### config.mk
export PLATFORM = sky130hd
export DESIGN_NAME = jobframe_dispatch
export DESIGN_NICKNAME = d
export VERILOG_FILES = /design/src/rtl/jd_pkg.sv /design/src/rtl/jd_skid.sv /design/src/rtl/jd_idmatch.sv /design/src/rtl/jd_parse.sv /design/src/rtl/jd_route.sv /design/src/rtl/jobframe_dispatch.sv
export SDC_FILE = /design/constraint.sdc
export NUM_CORES = 1
export LEC_CHECK = 0
export ABC_AREA = 1
export BUFFER_PORTS_ARGS = -buffer_cell sky130_fd_sc_hd__buf_2
export CAP_MARGIN = 20
export CORE_UTILIZATION = 40
export DETAILED_ROUTE_END_ITERATION = 7
export PLACE_DENSITY = 0.68
export SYNTH_ARGS = -nofsm -noshare
export SYNTH_HDL_FRONTEND = slang
export SYNTH_HIERARCHICAL = 1
export SYNTH_SLANG_ARGS = --single-unit
### constraint.sdc
create_clock -name clk -period 4.1 [get_ports clk]
set_input_delay 0.205 -clock clk [delete_from_list [all_inputs] [get_ports clk]]
set_output_delay 0.205 -clock clk [all_outputs]
set_load 0.005 [all_outputs]
### src/rtl/jd_pkg.sv
package jd_pkg;
   typedef enum logic [2:0] {
      ST_HUNT,
      ST_ENG,
      ST_TAG,
      ST_PAY,
      ST_SUM
   } jd_state_e;
endpackage

### src/rtl/jd_skid.sv
module jd_skid #(
   parameter int W     = 32,
   parameter int DEPTH = 3
) (
   input  logic         clk,
   input  logic         rst_n,
   input  logic [W-1:0] in_data,
   input  logic         in_valid,
   output logic         in_ready,
   input  logic         pop,
   output logic [W-1:0] head,
   output logic         head_valid
);
   localparam int PW = (DEPTH > 1) ? $clog2(DEPTH) : 1;
   localparam int CW = $clog2(DEPTH + 1);

   logic [W-1:0]  mem [DEPTH];
   logic [PW-1:0] wp, rp;
   logic [CW-1:0] cnt;
   logic          rdy_q;
   logic          push, take;

   function automatic logic [PW-1:0] bump(input logic [PW-1:0] p);
      return (p == PW'(DEPTH - 1)) ? '0 : p + 1'b1;
   endfunction

   // room for the word in flight plus one more
   assign in_ready   = (cnt <= CW'(DEPTH - 2));
   assign push       = in_valid & rdy_q;
   assign head_valid = (cnt != '0);
   assign take       = pop & head_valid;
   assign head       = mem[rp];

   always_ff @(posedge clk) begin
      if (!rst_n) begin
         wp    <= '0;
         rp    <= '0;
         cnt   <= '0;
         rdy_q <= 1'b0;
      end else begin
         rdy_q <= in_ready;
         if (push) wp <= bump(wp);
         if (take) rp <= bump(rp);
         cnt <= cnt + CW'(push) - CW'(take);
      end
   end

   always_ff @(posedge clk) begin
      if (push) mem[wp] <= in_data;
   end
endmodule

### src/rtl/jd_idmatch.sv
module jd_idmatch #(
   parameter int                      W       = 32,
   parameter int                      NMOD    = 5,
   parameter int                      LEN_W   = 16,
   parameter int                      IW      = 3,
   parameter logic [NMOD*W-1:0]       ENG_IDS = '0,
   parameter logic [NMOD*LEN_W-1:0]   PAY_LEN = '0
) (
   input  logic [W-1:0]     word,
   output logic             hit,
   output logic [IW-1:0]    idx,
   output logic [LEN_W-1:0] len
);
   logic [NMOD-1:0] match;

   for (genvar g = 0; g < NMOD; g++) begin : g_cmp
      assign match[g] = (word == ENG_IDS[g*W +: W]);
   end

   // lowest index wins when entries repeat
   always_comb begin
      hit = |match;
      idx = '0;
      len = '0;
      for (int i = NMOD - 1; i >= 0; i--) begin
         if (match[i]) begin
            idx = IW'(i);
            len = PAY_LEN[i*LEN_W +: LEN_W];
         end
      end
   end
endmodule

### src/rtl/jd_parse.sv
module jd_parse
   import jd_pkg::*;
#(
   parameter int          W     = 32,
   parameter int          LEN_W = 16,
   parameter int          IW    = 3,
   parameter logic [W-1:0] SYNC  = 32'hE1E4C312
) (
   input  logic             clk,
   input  logic             rst_n,
   input  logic [W-1:0]     head,
   input  logic             head_valid,
   output logic             pop,
   input  logic             hit,
   input  logic [IW-1:0]    hit_idx,
   input  logic [LEN_W-1:0] hit_len,
   input  logic             sel_ready,
   output logic             fwd_valid,
   output logic [W-1:0]     fwd_data,
   output logic             start_p,
   output logic [IW-1:0]    sel,
   output logic [W-1:0]     tag,
   output logic             bad_id,
   output logic             bad_sum,
   output logic             job_ok
);
   jd_state_e        st;
   logic [LEN_W-1:0] rem;
   logic [W-1:0]     acc;
   logic             mrdy_q;

   assign fwd_valid = (st == ST_PAY) & head_valid & mrdy_q;
   assign pop       = head_valid & ((st != ST_PAY) | mrdy_q);
   assign fwd_data  = head;

   always_ff @(posedge clk) begin
      if (!rst_n) begin
         st      <= ST_HUNT;
         rem     <= '0;
         acc     <= '0;
         mrdy_q  <= 1'b0;
         start_p <= 1'b0;
         sel     <= '0;
         tag     <= '0;
         bad_id  <= 1'b0;
         bad_sum <= 1'b0;
         job_ok  <= 1'b0;
      end else begin
         mrdy_q  <= sel_ready;
         start_p <= 1'b0;
         bad_id  <= 1'b0;
         bad_sum <= 1'b0;
         job_ok  <= 1'b0;
         if (pop) begin
            unique case (st)
               ST_HUNT: if (head == SYNC) st <= ST_ENG;
               ST_ENG: begin
                  if (hit) begin
                     sel <= hit_idx;
                     rem <= hit_len;
                     acc <= head;
                     st  <= ST_TAG;
                  end else begin
                     bad_id <= 1'b1;
                     st     <= ST_HUNT;
                  end
               end
               ST_TAG: begin
                  tag     <= head;
                  acc     <= acc + head;
                  start_p <= 1'b1;
                  st      <= (rem == '0) ? ST_SUM : ST_PAY;
               end
               ST_PAY: begin
                  acc <= acc + head;
                  rem <= rem - 1'b1;
                  if (rem == LEN_W'(1)) st <= ST_SUM;
               end
               ST_SUM: begin
                  if ((acc + head) == '0) job_ok  <= 1'b1;
                  else                    bad_sum <= 1'b1;
                  st <= ST_HUNT;
               end
               default: st <= ST_HUNT;
            endcase
         end
      end
   end
endmodule

### src/rtl/jd_route.sv
module jd_route #(
   parameter int W    = 32,
   parameter int NMOD = 5,
   parameter int IW   = 3
) (
   input  logic [IW-1:0]     sel,
   input  logic              start_p,
   input  logic              fwd_valid,
   input  logic [W-1:0]      fwd_data,
   output logic              sel_ready,
   output logic [NMOD-1:0]   eng_start,
   output logic [W-1:0]      eng_src_data,
   output logic [NMOD-1:0]   eng_src_valid,
   input  logic [NMOD-1:0]   eng_src_ready,
   input  logic [NMOD*W-1:0] eng_dst_data,
   input  logic [NMOD-1:0]   eng_dst_valid,
   output logic              eng_dst_ready,
   input  logic [NMOD-1:0]   eng_done,
   output logic [W-1:0]      res_data,
   output logic              res_valid,
   input  logic              res_ready,
   output logic              res_done
);
   for (genvar g = 0; g < NMOD; g++) begin : g_fan
      assign eng_start[g]     = start_p   & (sel == IW'(g));
      assign eng_src_valid[g] = fwd_valid & (sel == IW'(g));
   end

   assign eng_src_data  = fwd_data;
   assign eng_dst_ready = res_ready;

   always_comb begin
      sel_ready = 1'b0;
      res_data  = '0;
      res_valid = 1'b0;
      res_done  = 1'b0;
      for (int i = 0; i < NMOD; i++) begin
         if (sel == IW'(i)) begin
            sel_ready = eng_src_ready[i];
            res_data  = eng_dst_data[i*W +: W];
            res_valid = eng_dst_valid[i];
            res_done  = eng_done[i];
         end
      end
   end
endmodule

### src/rtl/jobframe_dispatch.sv
module jobframe_dispatch #(
   parameter int                    W          = 32,
   parameter int                    NMOD       = 5,
   parameter int                    LEN_W      = 16,
   parameter int                    SKID_DEPTH = 3,
   parameter logic [W-1:0]          SYNC       = 32'hE1E4C312,
   parameter logic [NMOD*W-1:0]     ENG_IDS    = {32'h12345678, 32'h4CD2E19C, 32'h9323EB24,
                                                  32'hF218E0A2, 32'h2CB31E7C},
   parameter logic [NMOD*LEN_W-1:0] PAY_LEN    = {16'd3, 16'd0, 16'd1, 16'd4, 16'd8},
   localparam int                   IW         = (NMOD > 1) ? $clog2(NMOD) : 1
) (
   input  logic              clk,
   input  logic              rst_n,
   input  logic [W-1:0]      in_data,
   input  logic              in_valid,
   output logic              in_ready,
   output logic [NMOD-1:0]   eng_start,
   output logic [W-1:0]      eng_src_data,
   output logic [NMOD-1:0]   eng_src_valid,
   input  logic [NMOD-1:0]   eng_src_ready,
   input  logic [NMOD*W-1:0] eng_dst_data,
   input  logic [NMOD-1:0]   eng_dst_valid,
   output logic              eng_dst_ready,
   input  logic [NMOD-1:0]   eng_done,
   output logic [W-1:0]      res_data,
   output logic              res_valid,
   input  logic              res_ready,
   output logic              res_done,
   output logic [W-1:0]      job_tag,
   output logic [IW-1:0]     job_eng,
   output logic              bad_id,
   output logic              bad_sum,
   output logic              job_ok
);
   if (NMOD < 1) begin : g_bad_nmod
      $error("NMOD must be at least 1");
   end
   if (SKID_DEPTH < 3) begin : g_bad_depth
      $error("SKID_DEPTH must be at least 3 to honour the registered ready rule");
   end
   if (LEN_W < 1 || W < 1) begin : g_bad_width
      $error("W and LEN_W must be positive");
   end

   logic [W-1:0]     head, fwd_data;
   logic             head_valid, pop, fwd_valid, start_p, sel_ready, hit;
   logic [IW-1:0]    hit_idx, sel;
   logic [LEN_W-1:0] hit_len;

   jd_skid #(.W(W), .DEPTH(SKID_DEPTH)) u_skid (
      .clk(clk), .rst_n(rst_n), .in_data(in_data), .in_valid(in_valid),
      .in_ready(in_ready), .pop(pop), .head(head), .head_valid(head_valid)
   );

   jd_idmatch #(.W(W), .NMOD(NMOD), .LEN_W(LEN_W), .IW(IW),
                .ENG_IDS(ENG_IDS), .PAY_LEN(PAY_LEN)) u_match (
      .word(head), .hit(hit), .idx(hit_idx), .len(hit_len)
   );

   jd_parse #(.W(W), .LEN_W(LEN_W), .IW(IW), .SYNC(SYNC)) u_parse (
      .clk(clk), .rst_n(rst_n), .head(head), .head_valid(head_valid), .pop(pop),
      .hit(hit), .hit_idx(hit_idx), .hit_len(hit_len), .sel_ready(sel_ready),
      .fwd_valid(fwd_valid), .fwd_data(fwd_data), .start_p(start_p), .sel(sel),
      .tag(job_tag), .bad_id(bad_id), .bad_sum(bad_sum), .job_ok(job_ok)
   );

   jd_route #(.W(W), .NMOD(NMOD), .IW(IW)) u_route (
      .sel(sel), .start_p(start_p), .fwd_valid(fwd_valid), .fwd_data(fwd_data),
      .sel_ready(sel_ready), .eng_start(eng_start), .eng_src_data(eng_src_data),
      .eng_src_valid(eng_src_valid), .eng_src_ready(eng_src_ready),
      .eng_dst_data(eng_dst_data), .eng_dst_valid(eng_dst_valid),
      .eng_dst_ready(eng_dst_ready), .eng_done(eng_done), .res_data(res_data),
      .res_valid(res_valid), .res_ready(res_ready), .res_done(res_done)
   );

   assign job_eng = sel;
endmodule

==> flow_summary.ini <==
[run_status]
status = complete, no violations

[routing]
num_vias = 14500
drtAntennaViolNets = 0
drt_iter0_drc = 1309
routed_via_density = 5.18
drt-pass1-iter-count = 6
routed_wl_um = 50000
drc_errors = 0
post_drt_wl_per_cell_um = 17.8

[pwr]
p_int_mw = 3.87
power_frac_clock = 0.268
p_switching_mw = 2.66
power_density_mw_per_mm2 = 402
p_sw_frac = 0.407
comb_power_share = 0.403
ir_worst_vdd_mv = 0.293
seqPwrFrac = 0.329
p_leak_nw = 8.04

[synthesis]
synth-edff-count = 96
ys_seq_elements = 196
yosysTopAreaCellShare = 0.213
synthCells = 2050
synth_cell_types = 44
yosysTopAreaCell = edfxtp_1
synth_warnings = 6
synth_ff_type = dfxtp_1
syn_avg_cell_area_um2 = 6.61
async_flop_share = 0
synthTopCellsByCount = nand2_1 (554), nor2_1 (298), inv_1 (247)
yosysMostFrequentCell = nand2_1
yosysSeqAreaShare = 0.361
synth_top_cells_by_area = edfxtp_1 (21%), nand2_1 (15%), dfxtp_1 (15%)
syn_area_mm2 = 0.0135

[grt]
grt_pass1_wl_um = 72300
gr-usage-all-layers = 0.280
grt_antenna_before_repair = 0
grt_pass1_vias = 13100
grt_overflow = 0
grt_max_degree = 77

[clock_network]
cts_setup_buffers = 0
numCtsBuffers = 17
cts_tree = done
clkSlewWorstSetupHoldPaths_ns = 0.08
clock_path_buffers = 2
cts_max_level = 4
clockRootBuffer = clkbuf_16
numClockSinks = 196
clk_latency_ns = 0.45

[final_layout]
fill_cells = 3402
antenna_cells = 0
multi_input_area_mm2 = 0.00673
final_core_util = 0.485
regArea_mm2 = 0.00488
layout.nets = 2592
area_delta_synth_final_pct = 19.7
drive_gt1_frac = 0.200

[timing]
worstMarginPinSlew_ns = 1.06
hold_viol_final = 0
tns_ns = 0
rsz0062_at_grt = no
finalClockSkew_ns = 0.0231
period_share = 0.869
period_needed_ns = 3.56
fmax_mhz = 281
timing.slew.headroom = 0.291
setup_viol = 0
drv_slew = 0

[die]
die_area_mm2 = 0.0346
die_height_um = 186
core-area_mm2 = 0.0334
pin_count = 327
row_count = 67
die_x_um = 186
start_util = 0.405

[job]
cap_violations = 0

[setup_path]
crit_arrival_ns = 3.88
start_kind = flop
critPathBufInv = 2
cp-end-kind = flop
cp_top_family = simple AND/OR/NAND/NOR gates
crit_type = flop to flop
path_cells = buf_4 > a21oi_1 > a21oi_1 > ha_1 > nand2_2 > nor2_2 > inv_2 > nor3_1 > and2_1 > nand2_2 > nand2_1 > nand2_1 > nand2_1 > nand2_1 > nor2_1 > nand3_1 > nor2_1 > nor2_1
path_common_cell = nand2_1
critPathMaxFanout = 32
slowest_delay_ns = 0.70
cp_data_required_time_ns = 4.41
critPathSlowestCell = a21oi_1

[place]
dp_hpwl_um = 38400
gp_congestion = 0.987
portBuffers = 324

[worst_hold_path]
hold_class = primary input to flop
==> kinds of logic after synthesis <==
group | after synthesis | share of synthesized area
AND/OR/NAND/NOR | 1116 | 0.349
XOR/XNOR | 9 | 0.00582
AO/OA/AOI/OAI | 276 | 0.106
buffers and inverters | 417 | 0.145
adder cells (fa/ha/maj) | 35 | 0.0329
other | 1 | 0.000277
flip-flops | 196 | 0.361
==> worst reg2reg max path: cells and delay by family (launching register included) <==
| family | cells | cell delay (ns) |
|---|---|---|
| and+or+nand+nor | 13 | 1.45 |
| AOI/OAI and AO/OA | 2 | 0.79 |
| adders and majority gates | 1 | 0.45 |
| buffers and inverters | 2 | 0.40 |
| DFF | 1 | 0.35 |
==> cells in the final DEF (no fill, tap or decap), types with 5 or more instances in the layout <==
cell type	synthesis	layout
nand3b_1	5	5
buf_4	85	61
nor3_1	14	13
edfxtp_1	96	96
xor2_1	7	7
ha_1	34	34
a21oi_1	163	163
nand2_2	10	10
o21ai_1	6	6
a31oi_1	7	7
nor2_2	10	10
inv_1	247	246
conb_1	1	12
o211ai_1	5	5
buf_2	23	324
dfxtp_1	100	100
nor3_2	4	5
dlygate4sd3_1	0	32
nand2_1	554	554
o21ai_0	86	86
inv_2	13	14
clkbuf_16	0	17
nor4_1	7	7
nor2_1	298	298
nand3_1	147	147
nand4_1	51	51
==> what timing repair did <==
action | in CTS | in global routing
resized for setup | 0 | 0
endpoints found under the hold margin | 96 | 0
hold buffers | 32 | 0
==> metal layers <==
metal / global-route usage / routed length [um]
met1: 0.316 / 19500
met2: 0.485 / 23600
met3: 0.0573 / 4120
met4: 0.166 / 2830
met5: 0 / 0
==> power by group through the flow <==
stage          Combinational, mW  Clock, mW  Sequential [mW]
6_report                    2.63       1.75             2.15
3_5_place_dp                2.56          0             2.19
3_3_place_gp                2.54          0             2.19
4_1_cts                     2.60       1.78             2.14
2_1_floorplan               1.81          0             2.18
5_1_grt                     2.87       1.86             2.15
==> stage by stage <==
stage | cell area [um2] | setup WS, ns | instances | hold WS, ns | total power [mW]
global placement | 15300 | 0.641 | 2743 | 0.404 | 4.73
finish | 16200 | 0.537 | 2807 | 0.0677 | 6.52
detailed placement | 15300 | 0.611 | 2743 | 0.410 | 4.75
global route | 16200 | 0.356 | 2807 | 0.0898 | 6.88
floorplan | 13600 | 1.01 | 2061 | 0.298 | 3.99
CTS | 16200 | 0.592 | 2807 | 0.0639 | 6.52
==> worst paths after layout <==
check                         startpoint                          end  slack, ns  cells after the start
max                                 flop   u_parse/bad_sum$_SDFF_PN0_       0.54                     18
min                     eng_src_ready[4]    u_parse/mrdy_q$_SDFF_PN0_       0.07                      5
max reg2reg                         flop   u_parse/bad_sum$_SDFF_PN0_       0.54                     18
min reg2reg  u_parse/rem[5]$_SDFFE_PN0P_  u_parse/rem[5]$_SDFFE_PN0P_       0.47                      2
==> final cells by class <==
cell class	count	area share
Multi-Input combinational cell	1448	0.415
Sequential cell	196	0.301
Timing Repair Buffer	418	0.149
Inverter	265	0.0616
Tap cell	448	0.0346
Clock buffer	18	0.0265
Clock inverter	14	0.0115
==> state kept, by name, summed over array words and instances, names as in the netlist, named ones only <==
name,flops
u_parse/start_p,1
u_parse/tag,32
u_skid/wp,2
u_parse/bad_id,1
u_skid/rdy_q,1
u_skid/rp,2
u_parse/rem,16
u_parse/job_ok,1
u_skid/mem,96
u_parse/sel,3
u_parse/bad_sum,1
u_parse/st,3
u_parse/acc,32
u_parse/mrdy_q,1
u_skid/cnt,2
(Power assumes the default switching activity.)
